[config.mk]
export PLATFORM = sky130hd
export DESIGN_NAME = seq_write_lock
export DESIGN_NICKNAME = d
export VERILOG_FILES = /design/src/rtl/seq_write_lock.sv
export SDC_FILE = /design/constraint.sdc
export NUM_CORES = 1
export LEC_CHECK = 0
export ABC_CLOCK_PERIOD_IN_PS = 2400
export BUFFER_PORTS_ARGS = -buffer_cell sky130_fd_sc_hd__buf_2
export CAP_MARGIN = 20
export CORE_AREA = 8 8 45 47
export CTS_BUF_LIST = sky130_fd_sc_hd__clkbuf_8 sky130_fd_sc_hd__clkbuf_16
export CTS_CLUSTER_DIAMETER = 200
export DETAILED_ROUTE_END_ITERATION = 8
export DIE_AREA = 0 0 53 55
export GPL_ROUTABILITY_DRIVEN = 1
export PLACE_DENSITY = 0.61
export SLEW_MARGIN = 5
export SYNTH_ARGS = -nofsm -noshare
export SYNTH_HDL_FRONTEND = slang
export SYNTH_SLANG_ARGS = --single-unit
export TNS_END_PERCENT = 10
[constraint.sdc]
create_clock -name clk -period 2.4 [get_ports clk]
set_input_delay 0.12 -clock clk [delete_from_list [all_inputs] [get_ports clk]]
set_output_delay 0.12 -clock clk [all_outputs]
set_load 0.005 [all_outputs]
[src/rtl/seq_write_lock.sv]
module seq_write_lock #(
  parameter int AW = 19,
  parameter int CW = 16
) (
  input  logic          clk,
  input  logic          rst_n,
  input  logic          rd_done,
  input  logic [AW-1:0] rd_addr,
  output logic          locked,
  output logic          unlock_pulse,
  output logic          lock_pulse
);
  localparam int STEPS = 7;
  localparam int SW = $clog2(STEPS);
  localparam logic [CW-1:0] OPEN_TAIL  = CW'(16'h041A);
  localparam logic [CW-1:0] CLOSE_TAIL = CW'(16'h040A);

  function automatic logic [CW-1:0] step_addr(input logic [SW-1:0] idx);
    case (idx)
      3'd0:    step_addr = CW'(16'h1823);
      3'd1:    step_addr = CW'(16'h1820);
      3'd2:    step_addr = CW'(16'h1822);
      3'd3:    step_addr = CW'(16'h0418);
      3'd4:    step_addr = CW'(16'h041B);
      3'd5:    step_addr = CW'(16'h0419);
      default: step_addr = OPEN_TAIL;
    endcase
  endfunction

  logic [SW-1:0] step;
  logic          hi_zero, at_tail, hit_next, hit_first;
  logic [CW-1:0] lo;

  assign lo        = rd_addr[CW-1:0];
  assign hi_zero   = (rd_addr[AW-1:CW] == '0);
  assign at_tail   = (step == SW'(STEPS-1));
  assign hit_next  = hi_zero && !at_tail && (lo == step_addr(step));
  assign hit_first = hi_zero && (lo == step_addr('0));

  assign unlock_pulse = rd_done && at_tail && hi_zero && (lo == OPEN_TAIL);
  assign lock_pulse   = rd_done && at_tail && hi_zero && (lo == CLOSE_TAIL);

  always_ff @(posedge clk) begin
    if (!rst_n) begin
      step   <= '0;
      locked <= 1'b1;
    end else if (rd_done) begin
      if (unlock_pulse) begin
        locked <= 1'b0;
        step   <= '0;
      end else if (lock_pulse) begin
        locked <= 1'b1;
        step   <= '0;
      end else if (hit_next) begin
        step <= step + SW'(1);
      end else begin
        step <= hit_first ? SW'(1) : '0;
      end
    end
  end
endmodule

Word-level counts from Yosys, hierarchy flattened. Cells that the tools add are included.

Equality and inequality tests: 10. Mux-type cells: 7. Multipliers: 0. Order comparisons: 0. Add/sub/neg operators: 1. Divide/modulo/power cells: 0. Reductions and logical operators: 12. Shift-type cells: 0. Bitwise logic cells: 0.

Operators with widths (count): one-hot mux 13 bit (6 select lines) (1); equality test 16 x 11 -> 1 bit, second input constant (2); equality test 16 x 13 -> 1 bit, second input constant (1); equality test 16 bit (1); equality test 3 bit, second input constant (3); 2-to-1 mux 3 bit (3); logical AND 1 bit (7); equality test 3 x 2 -> 1 bit, second input constant (2); zero test 3 bit (2); adder 3 x 1 -> 3 bit, second input constant (1); equality test 3 x 1 -> 1 bit, second input constant (1); 2-to-1 mux 1 bit (3); AND reduction 2 bit (1); nonzero test 2 bit (1); zero test 1 bit (1).

Word-level logic and storage cells: 32. Memories kept: 0. RAM bits: 0. Bits of input ports: 22. Output and inout bits: 3. Register bits: 4. Bits in latches: 0. Memory bits (read-only): 0.

Depth between registers and ports, before layout. Gate-level depths: netlist of the first run.

Depth in word-level cells: 7. Gate-level depth with buffers: 7. Mapped depth without buffers: 7.

Least setup slack after synthesis of the first run. Ideal clock, no wire load.

Kind: reg-to-reg. Start: register step[0]. End: register step[0]. Arrival time: 1.909 ns. Required time: 2.338 ns. Buffers on the path: 0. Setup slack: 0.429 ns. Cell stages (with the launch flop): 8. Period minus slack after synthesis: 1.971 ns. Library setup time: 0.062 ns. Cells stage by stage: dfxtp_1 inv_1 ha_1 or3_1 a31oi_1 o22ai_1 or4_1 nand3_1.

Cells in the longest elaborated chain, start to end: 7. Elaborated cells between the ends (all ways): 20. Those cells by class: 1 x add/sub; 7 x eq/ne; 4 x mux; 8 x reduce/logical.

Ends and longest elaborated chain: start: declaration (line 30) `logic [SW-1:0] step;`; start signal: assignment (line 55) `step <= step + SW'(1);`; start signal: assignment (line 57) `step <= hit_first ? SW'(1) : '0;`; equality test 3 bit, or another cell as far along (line 19) `case (idx)`; one-hot mux 13 bit (6 select lines) / zero test 1 bit (equally long branches) (line 19, 37); equality test 16 bit / logical AND 1 bit (equally long branches) (line 37) `assign hit_next = hi_zero && !at_tail && (lo == step_addr(step));`; logical AND 1 bit (line 37); 2-to-1 mux 3 bit (line 54) `end else if (hit_next) begin`; 2-to-1 mux 3 bit (line 51) `end else if (lock_pulse) begin`; 2-to-1 mux 3 bit (*) (line 48) `if (unlock_pulse) begin`.

Every way passes the cells marked *; elsewhere a longest branch is shown, timed or not. A chain may end at the register's enable or synchronous reset.

Worst setup path after layout of the first run. Same ends and word-level chain as after synthesis.

==> results of run 1 <==
power breakdown:
part / switching (mW) / internal [mW]
Combinational: 0.0154 / 0.0180
Clock: 0.0296 / 0.106
Sequential: 0.0000000521 / 0.0670
Total: 0.0451 / 0.191
per-layer routing:
| metal | GRT usage (%) | share of wire (%) |
|---|---|---|
| met1 | 11.2 | 41 |
| met2 | 16.2 | 44 |
| met3 | 5.35 | 14 |
| met4 | 3.45 | 0 |
| met5 | 0 | 0 |
synth_stat cells, drive strengths merged (2+ instances only):
cell type	n	area share, %
or3	2	2.8
nor3	2	2.2
o21a	2	3.3
a21oi	2	2.2
nand2	2	1.7
nor4	8	11
ha	5	14
inv	5	4.1
dfxtp	4	18
nand3b	3	5.0
nand3	4	4.4
o21ai	2	2.2
nor2	4	3.3
nor2b	3	4.1
kinds of logic after synthesis:
family,count (synthesis),synth area share [%]
AND/OR/NAND/NOR,33,41.7
adder cells (fa/ha/maj),5,13.8
multiplexers,1,2.21
flip-flops,4,17.7
AO/OA/AOI/OAI,13,20.4
buffers and inverters,5,4.14
worst min-delay path by stage:
stage	startpoint	endpoint	slack, ns
finish	rst_n	locked	0.16
global placement	rst_n	locked	0.37
global route	rst_n	locked	0.19
floorplan	rst_n	locked	0.20
detailed placement	rst_n	locked	0.38
CTS	rst_n	locked	0.17
registers in the layout (all words and copies together), names as in the netlist:
name    flops
step        3
locked      1
metrics by stage:
step	std cells	setup slack, ns	util [%]
2_1_floorplan	61	0.429	-
3_5_place_dp	101	0.301	42.9
4_1_cts	104	0.290	45.8
3_3_place_gp	101	0.334	42.9
5_1_grt	104	0.147	45.8
6_report	104	0.282	45.8
worst register-to-register path, delay by kind of cell (launching register included):
family	cells	cell delay [ns]
and+or+nand+nor	3	1.04
DFF	1	0.37
AOI/OAI and AO/OA	2	0.30
adders and majority gates	1	0.25
buffers and inverters	1	0.09
final cells by class:
type	count	area, um^2
Timing Repair Buffer	24	120
Clock buffer	3	41.3
Tap cell	16	20.0
Sequential cell	4	80.1
Inverter	5	18.8
Fill cell	148	749
Multi-Input combinational cell	52	354
==> impl_metrics.json, run 1 <==
{
  "syn-instance-count": 61,
  "dp_hpwl_mm": 1.20,
  "max_slew_margin_pct": 61.8,
  "initial_core_util_pct": 32.7,
  "max_slew.worst_pin.slew_ns": 0.565,
  "peakVddDrop_mv": 0.351,
  "cts_tree": "yes",
  "yosysSeqAreaShare_pct": 17.7,
  "layout_common_cells": "24 x buf_2, 8 x nor4_1, 5 x inv_1, 5 x ha_1",
  "grt.total_usage_pct": 10.1,
  "num_rows": 14,
  "cp-end-kind": "flop",
  "synth_fp_nets": 88,
  "finalSetupViolCount": 0,
  "r2r_slack_ns": 0.28,
  "p_leak_nw": 0.263,
  "synth-async-reset-ratio_pct": 0,
  "power_density_nw_per_um2": 373,
  "rr_endpoint": "step[0]",
  "cts_buffers": 3,
  "hold_viol_final": 0,
  "setup-tns-final_ns": 0,
  "route.vias.total": 575,
  "nets": 117,
  "cpPeakStageDelay_ns": 0.54,
  "syn_area_um2": 453,
  "hold_depth": 2,
  "p_total_uw": 237,
  "placedInstanceArea_um2": 593,
  "cp.depth": 7,
  "area_delta_synth_final_pct": 40.1,
  "first_global_vias": 539,
  "worstPathCellList": "inv_1 > ha_1 > or3_1 > a31oi_1 > o22ai_1 > or4_1 > nand3_1",
  "dieArea_um2": 2920,
  "yosys_warnings": 0,
  "finalClockSkew_ns": 0.000365,
  "firstDrtPassIters": 3,
  "cts_resized": 0,
  "postSynthAreaPerCell_um2": 7.43,
  "synth_edf_count": 0,
  "cap_viol_max_count": 0,
  "post-route-min-period_ns": 2.12,
  "drtAntennaViolNets": 0,
  "fin_hold_ws_ns": 0.162,
  "fmax_ghz": 0.472,
  "start_kind": "flop",
  "die_w_um": 53,
  "clkTransAtPathRegs_ns": 0.03,
  "crit_path_start": "step[0]",
  "ios": 25,
  "reg2reg_from": "step[0]",
  "dieHeight_um": 55,
  "postCtsHoldBufs": 0,
  "cts_setup_buffers": 0,
  "grt_pass1_wl_mm": 2.26,
  "hp-class": "input pin to flop",
  "grt_max_degree": 8,
  "cp_slowest_cell": "or4_1",
  "fin_crit_sh_pct": 88.2,
  "drt_first_iter_violations": 5,
  "antennaDiodeCount": 0,
  "final_common_cell": "buf_2",
  "yosys.cell_types.count": 27,
  "drc_errors": 0,
  "finalWirelength_mm": 1.39,
  "root_buffer": "clkbuf_8",
  "fin_area_um2": 634,
  "cp.arrival_ns": 2.27,
  "portBuffers": 24,
  "core_um2": 1380,
  "clock_latency_ns": 0.21,
  "routed_via_density": 5.53,
  "path_buf_inv": 1,
  "finalWeightedCongestion": 0.927,
  "synth_seq_cells": 4,
  "wl_per_cell_um": 13.3,
  "rsz0062_at_grt": "false",
  "cp_top_family": "simple AND/OR/NAND/NOR gates",
  "reg2reg_depth": 7,
  "antenna_found_initial": 0,
  "grt-ovfl-total": 0,
  "critPathCapture": "step[0]",
  "worstPathRequired_ns": 2.55,
  "ys.flop_type": "dfxtp_1",
  "status": "completed",
  "drive_gt1_share_pct": 33.0,
  "critPathKind": "flop to flop",
  "h-tree-depth": 1,
  "crit_fanout": 5,
  "slew_violations": 0,
  "clk_path_buf_depth": 2,
  "cts.sinks": 4
}
Note: power is estimated with default switching activity, not from simulation.
==> run 2, diff against run 1 <==
--- a/config.mk
+++ b/config.mk
@@ -5,16 +5,17 @@
 export SDC_FILE = /design/constraint.sdc
 export NUM_CORES = 1
 export LEC_CHECK = 0
+export ABC_AREA = 1
 export ABC_CLOCK_PERIOD_IN_PS = 2400
 export BUFFER_PORTS_ARGS = -buffer_cell sky130_fd_sc_hd__buf_2
 export CAP_MARGIN = 20
-export CORE_AREA = 8 8 45 47
+export CORE_MARGIN = 8
+export CORE_UTILIZATION = 40
 export CTS_BUF_LIST = sky130_fd_sc_hd__clkbuf_8 sky130_fd_sc_hd__clkbuf_16
 export CTS_CLUSTER_DIAMETER = 200
 export DETAILED_ROUTE_END_ITERATION = 8
-export DIE_AREA = 0 0 53 55
 export GPL_ROUTABILITY_DRIVEN = 1
-export PLACE_DENSITY = 0.61
+export PLACE_DENSITY = 0.66
 export SLEW_MARGIN = 5
 export SYNTH_ARGS = -nofsm -noshare
 export SYNTH_HDL_FRONTEND = slang
==> run 2 against run 1 <==
Critical path depth up 3. Global-route usage up 0.63 points. Sequential share of layout area down 2.3 points.
==> impl_metrics.json, run 2 <==
{
  "drive_gt1_share_pct": 27.6,
  "rr_endpoint": "step[1]",
  "cts_buffers": 3,
  "internal_power_uw": 194,
  "h-tree-depth": 1,
  "yosysTopAreaCellShare_pct": 19.6,
  "worstPathRequired_ns": 2.54,
  "slew_violations": 0,
  "synth_edf_count": 0,
  "setup-tns-final_ns": 0,
  "top_register": "step",
  "finalClockSkew_ns": 0.00355,
  "crit_fanout": 4,
  "largest_register_ffs": 3,
  "comb_power_share_pct": 18.1,
  "finalSetupViolCount": 0,
  "fin_cells": 150,
  "max_slew.worst_pin.slew_ns": 0.241,
  "peakVddDrop_mv": 0.342,
  "fin_crit_sh_pct": 72.7,
  "clkTransAtPathRegs_ns": 0.03,
  "sequentialPowerShare_pct": 26.7,
  "yosysMostFrequentCell": "nand2_1",
  "fin_hold_ws_ns": 0.0884,
  "nFillCells": 159,
  "drt_first_iter_violations": 30,
  "ys_top_cells_by_area": "nand2_1 20%, dfxtp_1 14%, inv_1 13%",
  "reg2reg_from": "step[0]",
  "critPathKind": "flop to flop",
  "area_delta_synth_final_pct": 30.6,
  "r2r_slack_ns": 0.65,
  "ff_latch_area_um2": 80.1,
  "root_buffer": "clkbuf_8",
  "nets": 163,
  "switching_share_pct": 22.9,
  "core_um2": 1450,
  "clk_path_buf_depth": 2,
  "yosys_warnings": 0,
  "crit_path_start": "step[0]",
  "synth_seq_cells": 4,
  "critPathCapture": "step[1]",
  "die_w_um": 54.5,
  "finalWeightedCongestion": 0.833,
  "cts_tree": "yes",
  "wl_per_cell_um": 10.5,
  "cts.sinks": 4,
  "dieHeight_um": 54.5,
  "cts_setup_buffers": 0,
  "drc_errors": 0,
  "hold_viol_final": 0,
  "syn-instance-count": 107,
  "postCtsHoldBufs": 0,
  "routed_via_density": 4.75,
  "clock_latency_ns": 0.21,
  "route.vias.total": 713,
  "multi_input_area_um2": 430,
  "drtAntennaViolNets": 0,
  "status": "completed",
  "pwr-share-clk_pct": 55.2,
  "dp_cells": 147,
  "portBuffers": 24,
  "grt.total_usage_pct": 10.7,
  "num_rows": 14,
  "dp_hpwl_mm": 1.38,
  "post-route-min-period_ns": 1.75,
  "hp-class": "input pin to flop",
  "antenna_found_initial": 0,
  "grt-ovfl-total": 0,
  "synth-async-reset-ratio_pct": 0,
  "synthTopCellsByCount": "31 x nand2_1, 20 x inv_1, 10 x nand3_1",
  "rsz0062_at_grt": "false",
  "p_total_uw": 251,
  "cp.arrival_ns": 1.89,
  "final_common_cell": "nand2_1",
  "reg2reg_depth": 10,
  "layout_common_cells": "31 x nand2_1, 24 x buf_2, 20 x inv_1",
  "fmax_ghz": 0.573,
  "yosysSeqAreaShare_pct": 13.5,
  "cts_resized": 0,
  "yosys.cell_types.count": 18,
  "reg_top3": "step: 3 flops, locked: 1 flops",
  "antennaDiodeCount": 0,
  "start_kind": "flop",
  "dieArea_um2": 2970,
  "postSynthAreaPerCell_um2": 5.54,
  "grt_max_degree": 6,
  "synth_area_leader_cell": "nand2_1",
  "first_global_vias": 617,
  "syn_area_um2": 593,
  "p_leak_nw": 0.430,
  "initial_core_util_pct": 40.8,
  "power_switching_uw": 57.4,
  "ios": 25,
  "max_slew_margin_pct": 83.8,
  "power_density_nw_per_um2": 324,
  "grt_pass1_wl_mm": 2.44,
  "cap_viol_max_count": 0,
  "synth_fp_nets": 134,
  "ys.flop_type": "dfxtp_1",
  "finalWirelength_mm": 1.58,
  "firstDrtPassIters": 4,
  "cp-end-kind": "flop"
}
## run 2: cell types whose count changed in the layout (fill, tap and decap cells not counted), sizes merged, moves of 2 or more
| cell | delta |
|---|---|
| inv | +17 |
| nand2 | +30 |
| nand3 | +9 |
| nand3b | -3 |
| nand4 | +3 |
| nor2 | +9 |
| nor2b | -3 |
| nor3 | +2 |
| nor4 | -7 |
| o21a | -2 |
| or3 | -2 |
## run 2: through the flow
step / instance area, um^2 / worst slack, ns / util, %
after floorplan: 593 / 0.852 / -
after global placement: 733 / 0.685 / 50.4
after detailed placement: 733 / 0.663 / 50.4
after CTS: 774 / 0.646 / 53.3
after global routing: 774 / 0.547 / 53.3
final: 774 / 0.654 / 53.3
## run 2: worst min path at each step
stage / cells past startpoint / endpoint / slack, ns / from
after floorplan: 1 / locked / 0.19 / rst_n
after global placement: 2 / locked / 0.30 / rst_n
after detailed placement: 2 / locked / 0.30 / rst_n
after CTS: 2 / locked / 0.08 / rst_n
after global routing: 2 / locked / 0.08 / rst_n
final: 2 / locked / 0.09 / rst_n
## run 2: power by group through the flow
| stage | clock, mW | combinational [mW] | sequential, mW |
|---|---|---|---|
| 4_1_cts | 0.143 | 0.0454 | 0.0670 |
| 3_5_place_dp | 0 | 0.0452 | 0.0679 |
| 5_1_grt | 0.150 | 0.0514 | 0.0669 |
| 3_3_place_gp | 0 | 0.0454 | 0.0679 |
| 6_report | 0.139 | 0.0454 | 0.0670 |
| 2_1_floorplan | 0 | 0.0213 | 0.0679 |
## run 2: cell type report
type                            count  area share [%]
Multi-Input combinational cell     81            55.6
Timing Repair Buffer               24            15.5
Inverter                           22            10.7
Sequential cell                     4            10.3
Clock buffer                        3            5.33
Tap cell                           16            2.58
## run 2: layer usage
layer,GRT usage (%),vias up,routed length [um]
met3,2.45,2,97
met1,14.2,298,746
met4,4.92,0,6
li1,-,391,-
met5,0,-,0
met2,16.0,22,730
## run 2: kinds of logic after synthesis
group | synth area share [%]
flip-flops | 13.5
AO/OA/AOI/OAI | 6.33
buffers and inverters | 13.9
adder cells (fa/ha/maj) | 10.5
AND/OR/NAND/NOR | 55.7
## run 2: critical path, stage by stage (launching register included)
cell and delay [ns]:
dfxtp_1 0.33, ha_1 0.21, ha_1 0.21, or2_1 0.25, nand4_1 0.07, nand2_1 0.07, nor2_2 0.13, nand3_2 0.10
nor2_2 0.11, nand2_1 0.07, a21oi_1 0.12
==> run 3, diff against run 2 <==
--- a/config.mk
+++ b/config.mk
@@ -5,17 +5,17 @@
 export SDC_FILE = /design/constraint.sdc
 export NUM_CORES = 1
 export LEC_CHECK = 0
-export ABC_AREA = 1
-export ABC_CLOCK_PERIOD_IN_PS = 2400
+export ABC_AREA = 0
+export ABC_CLOCK_PERIOD_IN_PS = 1600
 export BUFFER_PORTS_ARGS = -buffer_cell sky130_fd_sc_hd__buf_2
 export CAP_MARGIN = 20
-export CORE_MARGIN = 8
-export CORE_UTILIZATION = 40
+export CORE_AREA = 8 8 45 47
 export CTS_BUF_LIST = sky130_fd_sc_hd__clkbuf_8 sky130_fd_sc_hd__clkbuf_16
 export CTS_CLUSTER_DIAMETER = 200
 export DETAILED_ROUTE_END_ITERATION = 8
+export DIE_AREA = 0 0 53 55
 export GPL_ROUTABILITY_DRIVEN = 1
-export PLACE_DENSITY = 0.66
+export PLACE_DENSITY = 0.63
 export SLEW_MARGIN = 5
 export SYNTH_ARGS = -nofsm -noshare
 export SYNTH_HDL_FRONTEND = slang
==> constraint.sdc (replaced) <==
create_clock -name clk -period 1.6 [get_ports clk]
set_input_delay 0.08 -clock clk [delete_from_list [all_inputs] [get_ports clk]]
set_output_delay 0.08 -clock clk [all_outputs]
set_load 0.005 [all_outputs]
==> run 3 against run 2 <==
The run now ends with setup timing left. Count of clock-buffer cells in the layout did not move. Sequential cell count unchanged. Cell count down 25%. First-iteration DRC count decreased by 83%. Routed wire length is 1.8% higher. Clock power rose by 50%. Largest cell class unchanged. Highest routed layer unchanged.
==> impl_metrics.json, run 3 (synthesized netlist as in run 1, its figures left out) <==
{
  "status": "finished, violations left",
  "violations": "setup timing",
  "die_w_um": 53,
  "initial_core_util_pct": 32.7,
  "core_um2": 1380,
  "first_global_vias": 657,
  "nFillCells": 138,
  "finalWirelength_mm": 1.61,
  "busiest_layer": "met2",
  "max_slew_margin_pct": 69.2,
  "critPathKind": "flop to flop",
  "peakVddDrop_mv": 0.417,
  "fin_crit_sh_pct": 119,
  "final_common_cell": "buf_2",
  "firstDrtPassIters": 3,
  "drt_first_iter_violations": 5,
  "use_met3_pct": 2.94,
  "slew_violations": 0,
  "max_slew.worst_pin.slew_ns": 0.459,
  "grt_use_met1_pct": 9.89,
  "cts.sinks": 4,
  "hold_viol_final": 0,
  "num_rows": 14,
  "grt_max_degree": 7,
  "cp-end-kind": "flop",
  "grt.total_usage_pct": 12.0,
  "reg_top3": "step: 3 flops, locked: 1 flops",
  "dieArea_um2": 2920,
  "p_leak_nw": 0.328,
  "fin_hold_ws_ns": 0.116,
  "dieHeight_um": 55,
  "antenna_found_initial": 0,
  "routed_via_density": 5.42,
  "drive_gt1_share_pct": 59.8,
  "portBuffers": 24,
  "placedInstanceArea_um2": 669,
  "root_buffer": "clkbuf_8",
  "clk_path_buf_depth": 2,
  "grt-ovfl-total": 0,
  "grt_pass1_wl_mm": 2.61,
  "gr-usage-met2_pct": 24.4,
  "route.vias.total": 612,
  "area_delta_synth_final_pct": 83.1,
  "largest_register_ffs": 3,
  "worstPathRequired_ns": 1.75,
  "cts_tree": "yes",
  "finalWorstSetupSlack_ns": -0.303,
  "antennaDiodeCount": 0,
  "fmax_ghz": 0.525,
  "cap_viol_max_count": 0,
  "power_density_nw_per_um2": 438,
  "drtAntennaViolNets": 0,
  "post-route-min-period_ns": 1.90,
  "drc_errors": 0,
  "clkTransAtPathRegs_ns": 0.03,
  "start_kind": "flop",
  "clock_latency_ns": 0.21,
  "finalSetupViolCount": 3,
  "cts_buffers": 3,
  "cp.arrival_ns": 2.05,
  "hp-class": "input pin to flop",
  "layout_common_cells": "24 x buf_2, 8 x buf_4, 4 x nor4_1, 4 x nand3_1, 4 x nor4_2",
  "rsz0062_at_grt": "true",
  "dp_hpwl_mm": 1.25,
  "ios": 25,
  "fin_area_um2": 830,
  "finalWeightedCongestion": 0.909,
  "pre_cts_ws_ns": -0.327,
  "nets": 126,
  "h-tree-depth": 1,
  "crit_fanout": 5,
  "finalClockSkew_ns": 0.000766,
  "top_register": "step",
  "wl_per_cell_um": 14.2
}
run 3: through the flow:
| step | cells | power [mW] | setup TNS [ns] | utilization (%) |
|---|---|---|---|---|
| 2_1_floorplan | 61 | 0.117 | -0.314 | - |
| 3_3_place_gp | 108 | 0.154 | -0.765 | 48.4 |
| 3_5_place_dp | 108 | 0.155 | -0.797 | 48.4 |
| 4_1_cts | 113 | 0.371 | -0.854 | 59.0 |
| 5_1_grt | 113 | 0.383 | -1.13 | 59.9 |
| 6_report | 113 | 0.364 | -0.780 | 59.9 |
run 3: repair_timing:
item | CTS | global route
pin swaps | 9 | 0
endpoints found under the setup margin | 5 | 6
endpoints found under the hold margin | 0 | 0
resized for setup | 18 | 3
hold buffers | 0 | 0
gates cloned | 0 | 0
setup buffers | 2 | 0
run 3: per-layer routing:
metal  share of wire (%)  up-vias
li1                    -      313
met1                  37      277
met2                  52       17
met3                 9.1        5
met4                 1.9        0
met5                   0        -
run 3: area by class of cell:
cell class / instances / area, um^2 / area share, %
Clock buffer: 3 / 41.3 / 4.98
Inverter: 5 / 23.8 / 2.87
Multi-Input combinational cell: 52 / 465 / 56.1
Sequential cell: 4 / 87.6 / 10.6
Tap cell: 16 / 20.0 / 2.41
Timing Repair Buffer: 33 / 191 / 23.1
run 3: worst paths after layout:
check | from | end | slack (ns) | cells after the start
worst max-delay path | step[0] | step[0] | -0.30 | 7
worst min register to register | locked | locked | 0.51 | 2
worst max register to register | step[0] | step[0] | -0.30 | 7
worst min-delay path | rst_n | locked | 0.12 | 2
run 3: critical path: stages (launching register included):
cell     delay (ns)
dfxtp_4        0.38
inv_6          0.05
ha_4           0.16
or3_4          0.41
a21oi_2        0.14
o22ai_2        0.12
or4_1          0.49
nand3_1        0.08
run 3: power breakdown:
group | total [mW] | switching (mW) | internal, mW
sequential | 0.0971 | 0.000000161 | 0.0971
clock | 0.209 | 0.0486 | 0.160
combinational | 0.0580 | 0.0278 | 0.0302
